### config.mk
export PLATFORM = sky130hd
export DESIGN_NAME = local_hist_pred
export DESIGN_NICKNAME = d
export VERILOG_FILES = /design/src/rtl/lhp_pkg.sv /design/src/rtl/lhp_hist_table.sv /design/src/rtl/lhp_index_gen.sv /design/src/rtl/lhp_pattern_table.sv /design/src/rtl/local_hist_pred.sv
export SDC_FILE = /design/constraint.sdc
export NUM_CORES = 1
export LEC_CHECK = 0
export ABC_AREA = 1
export BUFFER_PORTS_ARGS = -buffer_cell sky130_fd_sc_hd__buf_4
export CORE_MARGIN = 2
export CORE_UTILIZATION = 40
export DETAILED_ROUTE_END_ITERATION = 10
export GPL_ROUTABILITY_DRIVEN = 1
export GPL_TIMING_DRIVEN = 1
export PLACE_DENSITY = 0.65
export SETUP_SLACK_MARGIN = 0.1
export SLEW_MARGIN = 20
export SYNTH_ARGS = -nofsm -noshare
export SYNTH_HDL_FRONTEND = slang
export SYNTH_SLANG_ARGS = --single-unit
### constraint.sdc
create_clock -name clk -period 2.99 [get_ports clk]
set_input_delay 0.299 -clock clk [delete_from_list [all_inputs] [get_ports clk]]
set_output_delay 0.299 -clock clk [all_outputs]
set_load 0.03 [all_outputs]
### src/rtl/lhp_pkg.sv
package lhp_pkg;

  typedef logic [1:0] ctr_t;

  localparam ctr_t CTR_WEAK_NT = 2'b01;
  localparam ctr_t CTR_MAX     = 2'b11;
  localparam ctr_t CTR_MIN     = 2'b00;

  // One saturating step of a 2-bit counter toward the outcome
  function automatic ctr_t ctr_step(input ctr_t cur, input logic taken);
    ctr_t nxt;
    if (taken) nxt = (cur == CTR_MAX) ? CTR_MAX : cur + 2'd1;
    else       nxt = (cur == CTR_MIN) ? CTR_MIN : cur - 2'd1;
    return nxt;
  endfunction

  // Direction decision from a counter value
  function automatic logic ctr_says_taken(input ctr_t cur);
    return cur[1];
  endfunction

endpackage

### src/rtl/lhp_hist_table.sv
module lhp_hist_table #(
  parameter int PC_W       = 32,
  parameter int HIST_IDX_W = 4,
  parameter int HIST_LEN   = 4
) (
  input  logic                clk,
  input  logic                rst_n,
  input  logic [PC_W-1:0]     rd_pc,
  output logic [HIST_LEN-1:0] rd_hist,
  input  logic                wr_en,
  input  logic [PC_W-1:0]     wr_pc,
  input  logic                wr_taken
);
  localparam int ENTRIES = 1 << HIST_IDX_W;

  logic [ENTRIES-1:0][HIST_LEN-1:0] hist_q;
  logic [HIST_IDX_W-1:0] rd_idx;
  logic [HIST_IDX_W-1:0] wr_idx;
  logic [HIST_LEN-1:0]   wr_old;
  logic [HIST_LEN-1:0]   wr_new;

  // Word-aligned hash: byte-offset bits are skipped
  assign rd_idx  = rd_pc[HIST_IDX_W+1:2];
  assign wr_idx  = wr_pc[HIST_IDX_W+1:2];
  assign rd_hist = hist_q[rd_idx];
  assign wr_old  = hist_q[wr_idx];

  generate
    if (HIST_LEN == 1) begin : g_one_bit
      assign wr_new = wr_taken;
    end else begin : g_shift
      assign wr_new = {wr_old[HIST_LEN-2:0], wr_taken};
    end
  endgenerate

  always_ff @(posedge clk) begin
    if (!rst_n) begin
      for (int i = 0; i < ENTRIES; i++) hist_q[i] <= '0;
    end else if (wr_en) begin
      hist_q[wr_idx] <= wr_new;
    end
  end


  hist_newest_chk: assert property (@(posedge clk) disable iff (!rst_n)
    wr_en |=> hist_q[$past(wr_idx)][0] == $past(wr_taken));

  generate
    if (HIST_LEN > 1) begin : g_shift_chk

      hist_shift_chk: assert property (@(posedge clk) disable iff (!rst_n)
        wr_en |=> hist_q[$past(wr_idx)][HIST_LEN-1:1] == $past(wr_old[HIST_LEN-2:0]));
    end
  endgenerate


  hist_idle_chk: assert property (@(posedge clk) disable iff (!rst_n)
    !wr_en |=> $stable(hist_q));

endmodule

### src/rtl/lhp_index_gen.sv
module lhp_index_gen #(
  parameter int PC_W      = 32,
  parameter int PC_SEL_W  = 2,
  parameter int HIST_LEN  = 4,
  localparam int IDX_W    = PC_SEL_W + HIST_LEN
) (
  input  logic [PC_W-1:0]     pc,
  input  logic [HIST_LEN-1:0] hist,
  output logic [IDX_W-1:0]    idx
);
  generate
    if (PC_SEL_W == 0) begin : g_shared
      // All branches share a single counter table
      assign idx = hist;
    end else begin : g_per_addr
      assign idx = {pc[PC_SEL_W+1:2], hist};
    end
  endgenerate
endmodule

### src/rtl/lhp_pattern_table.sv
module lhp_pattern_table
  import lhp_pkg::*;
#(
  parameter int IDX_W = 6
) (
  input  logic             clk,
  input  logic             rst_n,
  input  logic [IDX_W-1:0] rd_idx,
  output ctr_t             rd_ctr,
  input  logic             wr_en,
  input  logic [IDX_W-1:0] wr_idx,
  input  logic             wr_taken
);
  localparam int ENTRIES = 1 << IDX_W;

  logic [ENTRIES-1:0][1:0] ctr_q;
  ctr_t wr_old;
  ctr_t wr_new;

  assign rd_ctr = ctr_q[rd_idx];
  assign wr_old = ctr_q[wr_idx];
  assign wr_new = ctr_step(wr_old, wr_taken);

  always_ff @(posedge clk) begin
    if (!rst_n) begin
      for (int i = 0; i < ENTRIES; i++) ctr_q[i] <= CTR_WEAK_NT;
    end else if (wr_en) begin
      ctr_q[wr_idx] <= wr_new;
    end
  end


  ctr_up_chk: assert property (@(posedge clk) disable iff (!rst_n)
    (wr_en && wr_taken && wr_old != CTR_MAX) |=> ctr_q[$past(wr_idx)] == $past(wr_old) + 2'd1);


  ctr_down_chk: assert property (@(posedge clk) disable iff (!rst_n)
    (wr_en && !wr_taken && wr_old != CTR_MIN) |=> ctr_q[$past(wr_idx)] == $past(wr_old) - 2'd1);


  ctr_sat_hi_chk: assert property (@(posedge clk) disable iff (!rst_n)
    (wr_en && wr_taken && wr_old == CTR_MAX) |=> ctr_q[$past(wr_idx)] == CTR_MAX);


  ctr_sat_lo_chk: assert property (@(posedge clk) disable iff (!rst_n)
    (wr_en && !wr_taken && wr_old == CTR_MIN) |=> ctr_q[$past(wr_idx)] == CTR_MIN);


  ctr_idle_chk: assert property (@(posedge clk) disable iff (!rst_n)
    !wr_en |=> $stable(ctr_q));

endmodule

### src/rtl/local_hist_pred.sv
module local_hist_pred
  import lhp_pkg::*;
#(
  parameter int PC_W       = 32,
  parameter int HIST_IDX_W = 4,
  parameter int HIST_LEN   = 4,
  parameter int PC_SEL_W   = 2
) (
  input  logic                clk,
  input  logic                rst_n,
  input  logic [PC_W-1:0]     pred_pc,
  output logic                pred_taken,
  output logic [HIST_LEN-1:0] pred_hist,
  input  logic                upd_valid,
  input  logic [PC_W-1:0]     upd_pc,
  input  logic                upd_taken,
  input  logic [HIST_LEN-1:0] upd_hist
);
  localparam int PT_IDX_W = PC_SEL_W + HIST_LEN;

  logic [HIST_LEN-1:0] rd_hist;
  logic [PT_IDX_W-1:0] rd_pt_idx;
  logic [PT_IDX_W-1:0] wr_pt_idx;
  ctr_t                rd_ctr;

  lhp_hist_table #(
    .PC_W(PC_W), .HIST_IDX_W(HIST_IDX_W), .HIST_LEN(HIST_LEN)
  ) u_hist (
    .clk(clk), .rst_n(rst_n),
    .rd_pc(pred_pc), .rd_hist(rd_hist),
    .wr_en(upd_valid), .wr_pc(upd_pc), .wr_taken(upd_taken)
  );

  lhp_index_gen #(
    .PC_W(PC_W), .PC_SEL_W(PC_SEL_W), .HIST_LEN(HIST_LEN)
  ) u_rd_idx (
    .pc(pred_pc), .hist(rd_hist), .idx(rd_pt_idx)
  );

  // The update is steered by the history captured at prediction time
  lhp_index_gen #(
    .PC_W(PC_W), .PC_SEL_W(PC_SEL_W), .HIST_LEN(HIST_LEN)
  ) u_wr_idx (
    .pc(upd_pc), .hist(upd_hist), .idx(wr_pt_idx)
  );

  lhp_pattern_table #(
    .IDX_W(PT_IDX_W)
  ) u_pattern (
    .clk(clk), .rst_n(rst_n),
    .rd_idx(rd_pt_idx), .rd_ctr(rd_ctr),
    .wr_en(upd_valid), .wr_idx(wr_pt_idx), .wr_taken(upd_taken)
  );

  assign pred_taken = ctr_says_taken(rd_ctr);
  assign pred_hist  = rd_hist;


  pred_known_chk: assert property (@(posedge clk) disable iff (!rst_n)
    !$isunknown({pred_taken, pred_hist}));

endmodule

==> qor.yml <==
synthesis:
  synth_nets: 1554
  yosys-top-cells-count: "nand2_1, dfxtp_1, nand3_1"
  async_flop_share_pct: 0
  yosysMostFrequentCell: "nand2_1"
  synth_ff_type: "dfxtp_1"
  ys_types: 31
  synth_edf_count: 0
  synth_cells: 1482
  yosys.area.top_type_share_pct: 38.6
  synth-seq-cells: 192
  yosysSeqAreaShare_pct: 38.6
  syn_area_per_cell_um2: 6.72
  syn_area_um2: 9960
  yosysWarnings: 0
  yosys-top-cells-area: "dfxtp_1, nand3_1, a21oi_1, nand2_1, o21ai_0"
  synth_largest_area_cell: "dfxtp_1"
placement:
  place_area_um2: 10500
  gp_congestion: 0.932
  placed_cells: 1798
  io_buffers: 20
  hpwl_um: 21400
worst_setup_path:
  reg2reg_slack_ns: 0.89
  worstSetupStartpointType: "flip-flop"
  reg2reg_to: "u_pattern.ctr_q[86]"
  path_class: "reg -> out"
  crit_arrival_ns: 2.48
  r2r_start: "u_pattern.ctr_q[110]"
  cp-end-kind: "primary output"
  r2r_cells: 12
  crit_path_start: "u_hist.hist_q[20]"
  worstPathMaxFanout: 26
  crit_required_ns: 2.69
route:
  vias: 10218
  ant_nets: 0
  dr_wl_met3_um: 2540
  wl_met2_um: 15300
  avgRoutedWirePerCell_um: 17.9
  drt-met1-wl_um: 14000
  drtIter0Drc: 1069
  drt-total-wl_um: 32700
  top_layer: "met4"
  drc_errors: 0
  firstDrtPassIters: 8
  via_per_inst: 5.59
layout:
  stdcell_count: 1827
  syn_to_final_growth_pct: 11.6
  design_area_um2: 11100
  fin_util_pct: 45.6
  n_fill_cell: 2533
  num-nets-final: 1566
  antennaDiodeCount: 0
  drive_above_1_share_pct: 8.72
sta:
  hold_viol: 0
  fmax_mhz: 360
  rsz0062_at_grt: "false"
  setup_viol_count_final: 0
  slew_headroom_pct: 34.8
  finalCriticalPeriod_ns: 2.78
  tightest_slew_ns: 0.975
  fin_crit_sh_pct: 92.9
  slew_viol_final: 0
  finalClockSkew_ns: 0.00860
  fin_tns_setup_ns: 0
floorplan:
  core-area_um2: 24400
  dieArea_um2: 26200
  start_util_pct: 40.8
  pin_count: 77
  die_y_um: 162
  rows: 57
  die_w_um: 162
power:
  powerDensity_nw_per_um2: 526
  power.static_leakage_nw: 4.33
  total_power_mw: 5.84
  peakVddDrop_mv: 0.314
clock_tree:
  cts_buffers: 17
  clock_sinks: 192
  tritoncts: "done"
  ctsLongestPathBuffers: 2
  ctsHoldBuffers: 0
  cts.reportedPaths.clkPinSlew_ns: 0.07
  root_buffer: "clkbuf_16"
  cts.htree.levels: 4
  insertion_delay_ns: 0.44
run_status:
  status: "complete, no violations"
grt:
  grt_first_pass_wirelength_um: 51600
  antenna_found_initial: 0
  track_usage_pct: 25.1
  overflow: 0
  grt_pass1_vias: 9647
  grt_max_degree: 65
min_path:
  hold_depth: 4
  hold_path.startpoint: "upd_valid"
  whs_endpoint: "u_pattern.ctr_q[60]"
  worstHoldPathType: "in -> reg"
job:
  max-cap-violations: 0
[per-layer routing]
metal / track usage (%) / vias to the layer above
met5: 0 / -
met4: 8.57 / 0
met3: 3.96 / 72
met2: 41.9 / 455
met1: 33.0 / 4732
li1: - / 4959
[power breakdown]
| part | total (mW) | switching (mW) | internal, mW |
|---|---|---|---|
| clock | 2.44 | 1.01 | 1.43 |
| combinational | 0.799 | 0.571 | 0.228 |
| sequential | 2.61 | 0.0181 | 2.59 |
| total | 5.84 | 1.60 | 4.25 |
[placed cells by master (no fill, tap or decap), drive strengths merged]
cell      synthesis  routed
o221ai            2       2
nand3b            8       8
clkinv            4       3
a22o              1       1
a21oi           177     177
nand2           236     236
nor3              2       2
o211ai            1       1
inv             181     183
a22oi            31      31
dfxtp           192     192
nor4              2       2
clkbuf           29      19
bufinv            0       4
nor2            179     179
nand3           207     207
o22ai            37      37
nand4            10      10
clkinvlp          0       4
o21ai           141     141
buf              42      64
[worst max-delay path by stage]
stage,slack (ns),depth (start not counted),to
floorplan,0.46,13,pred_taken
global placement,0.06,14,u_pattern.ctr_q[38]
detailed placement,0.03,15,u_pattern.ctr_q[86]
CTS,0.12,16,pred_taken
global route,0.10,14,pred_taken
finish,0.21,14,pred_taken
[repair_timing]
item,CTS,global route
gates resized for setup,0,5
buffers inserted,0,1
setup endpoints to repair,0,1
[state kept, by name, indices dropped and copies added (netlist names)]
register,count
u_pattern.ctr_q,128
u_hist.hist_q,64
[metrics by stage]
step           worst slack, ns  hold slack (ns)
2_1_floorplan            0.461            0.441
3_3_place_gp            0.0559            0.450
3_5_place_dp            0.0321            0.453
4_1_cts                  0.116            0.261
5_1_grt                  0.102            0.259
6_report                 0.213            0.270
[kinds of logic (layout without fill, tap and decap cells)]
group,after synthesis,in the layout,share of synthesized area [%]
AO/OA/AOI/OAI,390,390,21.1
flip-flops,192,192,38.6
buffers and inverters,256,277,11.4
AND/OR/NAND/NOR,644,644,28.9
[critical path, cell delays in order, from the launching register on]
cell and delay (ns):
dfxtp_1 0.31, inv_1 0.08, nand2_1 0.05, nand3_1 0.08
nand3_1 0.12, nand3_2 0.14, buf_4 0.33, nand3_1 0.12
nand3_1 0.10, nand3_1 0.07, nand3_1 0.09, nand3_1 0.14
nand3_1 0.12, nand2_1 0.09, buf_4 0.18
[area by class of cell]
type / count / area, um^2 / share of cell area (%)
multi-input combinational: 1034 / 4990 / 44.9
sequential: 192 / 3840 / 34.6
inverter: 185 / 702 / 6.32
timing repair buffer: 64 / 556 / 5.00
clock buffer: 19 / 453 / 4.08
tap: 324 / 405 / 3.65
clock inverter: 9 / 158 / 1.42
No activity file was read; power rests on OpenSTA's default activity.
